## src/rtl/mc_ctrl_pkg.sv

```systemverilog
package mc_ctrl_pkg;

  localparam int unsigned OP_W = 6;
  localparam int unsigned FN_W = 6;

  localparam logic [OP_W-1:0] OPC_RTYPE  = 6'b000000;
  localparam logic [OP_W-1:0] OPC_LOAD   = 6'b100011;
  localparam logic [OP_W-1:0] OPC_STORE  = 6'b101011;
  localparam logic [OP_W-1:0] OPC_BRANCH = 6'b000100;

  typedef enum logic [3:0] {
    ST_FETCH  = 4'd0,
    ST_DECODE = 4'd1,
    ST_ADR_LD = 4'd2,
    ST_ADR_ST = 4'd3,
    ST_MEM_RD = 4'd4,
    ST_MEM_WB = 4'd5,
    ST_MEM_WR = 4'd6,
    ST_EXEC   = 4'd7,
    ST_ALU_WB = 4'd8,
    ST_BRANCH = 4'd9,
    ST_RR_ADD = 4'd10,
    ST_RR_RD  = 4'd11,
    ST_RR_WB  = 4'd12
  } state_e;

  typedef enum logic [2:0] {
    CLS_NONE,
    CLS_ALU,
    CLS_RRLD,
    CLS_LOAD,
    CLS_STORE,
    CLS_BRANCH
  } iclass_e;

  typedef struct packed {
    logic       pc_we;
    logic       pc_we_cond;
    logic       addr_sel;
    logic       mem_rd;
    logic       mem_wr;
    logic       ir_we;
    logic       wb_sel;
    logic       dst_sel;
    logic       rf_we;
    logic       alu_a_sel;
    logic [1:0] alu_b_sel;
    logic [1:0] alu_op;
    logic [1:0] pc_src;
  } ctrl_t;

endpackage

```

## src/rtl/mc_op_decode.sv

```systemverilog
module mc_op_decode
  import mc_ctrl_pkg::*;
#(
  parameter logic [FN_W-1:0] LDRR_FN = 6'b111111
) (
  input  logic [OP_W-1:0] opcode_i,
  input  logic [FN_W-1:0] funct_i,
  output iclass_e         cls_o
);

  always_comb begin
    unique case (opcode_i)
      OPC_RTYPE:  cls_o = (funct_i == LDRR_FN) ? CLS_RRLD : CLS_ALU;
      OPC_LOAD:   cls_o = CLS_LOAD;
      OPC_STORE:  cls_o = CLS_STORE;
      OPC_BRANCH: cls_o = CLS_BRANCH;
      default:    cls_o = CLS_NONE;
    endcase
  end

endmodule

```

## src/rtl/mc_next_state.sv

```systemverilog
module mc_next_state
  import mc_ctrl_pkg::*;
(
  input  state_e  state_i,
  input  iclass_e cls_i,
  output state_e  state_o
);

  always_comb begin
    state_o = ST_FETCH;
    unique case (state_i)
      ST_FETCH:  state_o = ST_DECODE;
      ST_DECODE: begin
        unique case (cls_i)
          CLS_ALU:    state_o = ST_EXEC;
          CLS_RRLD:   state_o = ST_RR_ADD;
          CLS_LOAD:   state_o = ST_ADR_LD;
          CLS_STORE:  state_o = ST_ADR_ST;
          CLS_BRANCH: state_o = ST_BRANCH;
          default:    state_o = ST_FETCH;
        endcase
      end
      // load/store split into distinct address states so opcode is not re-read
      ST_ADR_LD: state_o = ST_MEM_RD;
      ST_ADR_ST: state_o = ST_MEM_WR;
      ST_MEM_RD: state_o = ST_MEM_WB;
      ST_EXEC:   state_o = ST_ALU_WB;
      ST_RR_ADD: state_o = ST_RR_RD;
      ST_RR_RD:  state_o = ST_RR_WB;
      default:   state_o = ST_FETCH;
    endcase
  end

endmodule

```

## src/rtl/mc_ctrl_out.sv

```systemverilog
module mc_ctrl_out
  import mc_ctrl_pkg::*;
(
  input  state_e state_i,
  output ctrl_t  ctrl_o
);

  always_comb begin
    ctrl_o = '0;
    unique case (state_i)
      ST_FETCH: begin
        ctrl_o.mem_rd    = 1'b1;
        ctrl_o.ir_we     = 1'b1;
        ctrl_o.pc_we     = 1'b1;
        ctrl_o.alu_b_sel = 2'b01;
      end
      ST_DECODE: ctrl_o.alu_b_sel = 2'b11;
      ST_ADR_LD, ST_ADR_ST: begin
        ctrl_o.alu_a_sel = 1'b1;
        ctrl_o.alu_b_sel = 2'b10;
      end
      ST_MEM_RD, ST_RR_RD: begin
        ctrl_o.mem_rd   = 1'b1;
        ctrl_o.addr_sel = 1'b1;
      end
      ST_MEM_WB: begin
        ctrl_o.rf_we  = 1'b1;
        ctrl_o.wb_sel = 1'b1;
      end
      ST_MEM_WR: begin
        ctrl_o.mem_wr   = 1'b1;
        ctrl_o.addr_sel = 1'b1;
      end
      ST_EXEC: begin
        ctrl_o.alu_a_sel = 1'b1;
        ctrl_o.alu_op    = 2'b10;
      end
      ST_ALU_WB: begin
        ctrl_o.rf_we   = 1'b1;
        ctrl_o.dst_sel = 1'b1;
      end
      ST_BRANCH: begin
        ctrl_o.alu_a_sel  = 1'b1;
        ctrl_o.alu_op     = 2'b01;
        ctrl_o.pc_we_cond = 1'b1;
        ctrl_o.pc_src     = 2'b01;
      end
      ST_RR_ADD: ctrl_o.alu_a_sel = 1'b1;
      ST_RR_WB: begin
        ctrl_o.rf_we   = 1'b1;
        ctrl_o.dst_sel = 1'b1;
        ctrl_o.wb_sel  = 1'b1;
      end
      default: ctrl_o = '0;
    endcase
  end

endmodule

```

## src/rtl/mc_ctrl_fsm.sv

```systemverilog
module mc_ctrl_fsm
  import mc_ctrl_pkg::*;
#(
  parameter logic [FN_W-1:0] LDRR_FN = 6'b111111
) (
  input  logic            clk_i,
  input  logic            rst_ni,
  input  logic [OP_W-1:0] opcode_i,
  input  logic [FN_W-1:0] funct_i,
  output logic            pc_we_o,
  output logic            pc_we_cond_o,
  output logic            addr_sel_o,
  output logic            mem_rd_o,
  output logic            mem_wr_o,
  output logic            ir_we_o,
  output logic            wb_sel_o,
  output logic            dst_sel_o,
  output logic            rf_we_o,
  output logic            alu_a_sel_o,
  output logic [1:0]      alu_b_sel_o,
  output logic [1:0]      alu_op_o,
  output logic [1:0]      pc_src_o
);

  state_e  state_q, state_d;
  iclass_e cls;
  ctrl_t   ctrl;

  mc_op_decode #(.LDRR_FN(LDRR_FN)) u_dec (
    .opcode_i(opcode_i),
    .funct_i (funct_i),
    .cls_o   (cls)
  );

  mc_next_state u_nxt (
    .state_i(state_q),
    .cls_i  (cls),
    .state_o(state_d)
  );

  always_ff @(posedge clk_i or negedge rst_ni) begin
    if (!rst_ni) state_q <= ST_FETCH;
    else         state_q <= state_d;
  end

  mc_ctrl_out u_out (
    .state_i(state_q),
    .ctrl_o (ctrl)
  );

  assign pc_we_o      = ctrl.pc_we;
  assign pc_we_cond_o = ctrl.pc_we_cond;
  assign addr_sel_o   = ctrl.addr_sel;
  assign mem_rd_o     = ctrl.mem_rd;
  assign mem_wr_o     = ctrl.mem_wr;
  assign ir_we_o      = ctrl.ir_we;
  assign wb_sel_o     = ctrl.wb_sel;
  assign dst_sel_o    = ctrl.dst_sel;
  assign rf_we_o      = ctrl.rf_we;
  assign alu_a_sel_o  = ctrl.alu_a_sel;
  assign alu_b_sel_o  = ctrl.alu_b_sel;
  assign alu_op_o     = ctrl.alu_op;
  assign pc_src_o     = ctrl.pc_src;

  AST_MEM_RD_WR_EXCL: assert property (@(posedge clk_i) disable iff (!rst_ni)
    !(mem_rd_o && mem_wr_o));
  AST_WRITE_ONEHOT: assert property (@(posedge clk_i) disable iff (!rst_ni)
    $onehot0({rf_we_o, mem_wr_o, pc_we_o, pc_we_cond_o}));
  AST_FETCH_TO_DECODE: assert property (@(posedge clk_i) disable iff (!rst_ni)
    ir_we_o |=> (alu_b_sel_o == 2'b11 && !mem_rd_o));
  AST_BRANCH_RETURN: assert property (@(posedge clk_i) disable iff (!rst_ni)
    pc_we_cond_o |=> (ir_we_o && pc_we_o));
  AST_RR_ADD_TO_RD: assert property (@(posedge clk_i) disable iff (!rst_ni)
    (state_q == ST_RR_ADD) |=> (state_q == ST_RR_RD));
  AST_RR_RD_TO_WB: assert property (@(posedge clk_i) disable iff (!rst_ni)
    (state_q == ST_RR_RD) |=> (rf_we_o && dst_sel_o && wb_sel_o));
  AST_WB_RETURN: assert property (@(posedge clk_i) disable iff (!rst_ni)
    rf_we_o |=> ir_we_o);
  AST_STORE_RETURN: assert property (@(posedge clk_i) disable iff (!rst_ni)
    mem_wr_o |=> ir_we_o);

endmodule

```

## config.mk

```make
export PLATFORM = sky130hd
export DESIGN_NAME = mc_ctrl_fsm
export DESIGN_NICKNAME = d
export VERILOG_FILES = /design/src/rtl/mc_ctrl_pkg.sv /design/src/rtl/mc_op_decode.sv /design/src/rtl/mc_next_state.sv /design/src/rtl/mc_ctrl_out.sv /design/src/rtl/mc_ctrl_fsm.sv
export SDC_FILE = /design/constraint.sdc
export NUM_CORES = 1
export LEC_CHECK = 0
export BUFFER_PORTS_ARGS = -buffer_cell sky130_fd_sc_hd__buf_2
export CORE_AREA = 3 3 40 42
export DETAILED_ROUTE_END_ITERATION = 16
export DIE_AREA = 0 0 43 45
export PLACE_DENSITY = 0.67
export SLEW_MARGIN = 10
export SYNTH_ARGS = -nofsm -noshare
export SYNTH_HDL_FRONTEND = slang
export SYNTH_SLANG_ARGS = --single-unit
```

## constraint.sdc

```tcl
create_clock -name clk_i -period 1.7 [get_ports clk_i]
set_clock_uncertainty 0.2 [all_clocks]
set_input_delay 0.17 -clock clk_i [delete_from_list [all_inputs] [get_ports clk_i]]
set_output_delay 0.17 -clock clk_i [all_outputs]
set_load 0.05 [all_outputs]
```

==> reports/metrics.yaml <==
root_buffer: "clkbuf_4"
worstReg2RegStart: "state_q[0]"
fin_ws_ns: -0.09416
grt-ovfl-total: 0
clkLatencyLatePin_ns: 0.24
yosys.cell_types.count: 35
start_util: 0.3486
cts_tree: "built"
crit_start: "state_q[3]"
ys_seq_area_frac: 0.2235
gp_congestion: 0.8198
min_from: "opcode_i[3]"
area_delta_synth_final_pct: 102.2
dr.pass1.iters: 4
clock_path_buffers: 2
synthMuxAreaShare: 0
dieArea_um2: 1935
largest_register_ffs: 4
drt_iter0_drc: 8
crit_path_end_kind: "output port"
grt_pass1_vias: 566
wl_per_cell_um: 13.71
antenna_found_initial: 0
reg.largest.list: "state_q (4)"
dp_hpwl_mm: 1.056
drc: 0
p_leak_nw: 0.4073
grt_pass1_wl_mm: 2.339
critPathTopFamily: "simple AND/OR/NAND/NOR gates"
violations: "setup timing"
via_per_inst: 5.288
syn_area_per_cell_um2: 7.466
grt_setup_unrepaired: "true"
synth_seq_cells: 4
die_y_um: 45
irDropWorstVdd_mv: 0.6273
num_vias: 587
rows: 13
drv_cap: 0
slowest_stage: "dfrtp_1"
globalRouteTotalUtil: 0.1597
synth_nets: 74
worst-path-max-fanout: 2
syn_area_um2: 447.9
cp_cell_sequence: "nand2b_4 > or2_4 > a21oi_4 > and2_4 > buf_8"
portBuffers: 28
ys_warn_count: 0
synth_fa_ha_area_frac: 0
path_buf_inv: 1
clk_pin_slew_ns: 0.04
finalSetupViolations: 10
reg2reg_slack_ns: 0.26
power_density_nw_per_um2: 1261
fp.dieW_um: 43
core_area_um2: 1285
hold_viol_final: 0
final_nets: 112
critPathMaxStageDelay_ns: 0.38
syn_inst: 60
synth_top_family_by_area: "simple AND/OR/NAND/NOR gates"
cp.required_ns: 1.33
fin_crit_sh: 1.055
crit_arrival_ns: 1.42
top_register: "state_q"
critical_path_class: "flip-flop to output port"
synth-compound-area-share: 0.1955
synthXorXnorAreaFrac: 0
holdWs_ns: 0.03645
r2r-end: "state_q[2]"
holdPathEnd: "state_q[0]"
reg2reg_depth: 4
hold_path.class: "input pin to flip-flop"
grt_max_degree: 19
wl_mm: 1.522
min_period_ns: 1.794
synthSimpleGateAreaFrac: 0.4358
final_max_slew_viol_count: 0
setup-tns-final_ns: -0.5358
cts_buffers: 3
drive_above_1_share: 0.6667
htreeDepth: 1
postRouteAntennaNets: 0
worstSetupStartpointType: "flip-flop"
insertedDiodeCount: 0
hold_depth: 3
max_freq_mhz: 557.4
io_pins: 30
status: "finished, violations left"
clock-sinks: 4
==> worst max path at each step <==
stage	cells past startpoint	slack [ns]	to
floorplan	4	-0.26	pc_we_o
global placement	5	0.06	wb_sel_o
detailed placement	5	0.01	wb_sel_o
CTS	5	-0.1	wb_sel_o
global route	5	-0.14	wb_sel_o
finish	5	-0.09	wb_sel_o
==> stage by stage <==
stage	util	instance area, um2	total power, mW	setup WS, ns	instances
after detailed placement	0.5706	733.2	0.8716	0.01280	105
after CTS	0.6680	858.3	1.076	-0.09624	110
final	0.7050	905.9	1.142	-0.09416	111
after global placement	0.5706	733.2	0.8624	0.06350	105
after floorplan	-	576.8	0.7328	-0.2584	60
after global routing	0.7050	905.9	1.205	-0.1405	111
==> layout make-up <==
| cell class | count | area [um2] |
|---|---|---|
| multi-input combinational | 46 | 414.1 |
| fill | 102 | 379.1 |
| timing repair buffer | 41 | 336.6 |
| sequential | 4 | 102.6 |
| clock buffer | 3 | 22.52 |
| tap | 15 | 18.77 |
| inverter | 2 | 11.26 |
==> cell usage after synthesis <==
master     instances  area share
nor2_1             5       0.042
nor3_1             5       0.056
buf_4              4       0.067
dfrtp_1            4        0.22
nand2b_1           3       0.042
o31ai_1            3       0.050
a21oi_1            2       0.022
a31oi_1            2       0.028
and2_1             2       0.028
and3_1             2       0.028
clkbuf_1           2       0.017
nand2_1            2       0.017
nor3b_1            2       0.034
a211oi_1           1       0.017
a21o_1             1       0.017
a32oi_1            1       0.020
and4b_1            1       0.022
buf_2              1       0.011
buf_6              1       0.025
conb_1             1      0.0084
inv_1              1      0.0084
inv_2              1      0.0084
nand3_1            1       0.011
nand3b_1           1       0.017
nand4_1            1       0.014
nand4b_1           1       0.020
nor2_4             1       0.025
nor2b_1            1       0.014
nor4_1             1       0.014
o21ai_0            1       0.011
o21ai_1            1       0.011
o2bb2ai_1          1       0.020
or2_1              1       0.014
or3_1              1       0.014
or4_4              1       0.025
==> metal layers <==
metal	wire (um)	global-route usage	vias up
met4	16	0.1024	0
met2	849	0.2784	23
met1	578	0.1878	270
met5	0	0	-
li1	-	-	292
met3	78	0.01594	2
==> layout by cell type, fill, tap and decap left out, drive strengths merged, types with 2 or more instances in the layout <==
master,synthesis,layout
a21oi,2,2
a31oi,2,2
and2,2,2
and3,2,2
buf,6,39
clkbuf,2,4
dfrtp,4,4
nand2,2,2
nand2b,3,3
nor2,6,6
nor3,5,5
nor3b,2,2
o21ai,2,2
o31ai,3,3
==> worst register-to-register path, cell delays in order, from the launching register on <==
cell and delay, ns:
dfrtp_2 0.46, nand2b_1 0.22, buf_4 0.16, a32oi_1 0.18, o21ai_1 0.09
==> cell families (layout without fill, tap and decap cells) <==
kind of cell           Yosys count  after routing
flip-flops                       4              4
buffers and inverters           10             46
AO/OA/AOI/OAI                   13             13
other                            1              1
AND/OR/NAND/NOR                 32             32
==> report_power, final <==
group | switching (mW) | internal, mW
combinational | 0.537 | 0.319
clock | 0.0425 | 0.0792
sequential | 0.0453 | 0.119
total | 0.625 | 0.517
==> repair_timing <==
action | in CTS | in global routing
endpoints found under the setup margin | 14 | 15
pin swaps | 4 | 1
hold endpoints to repair | 4 | 0
setup buffers | 1 | 1
hold buffers | 1 | 0
cloned | 0 | 0
gates resized for setup | 28 | 9
Note: power is estimated with default switching activity, not from simulation.
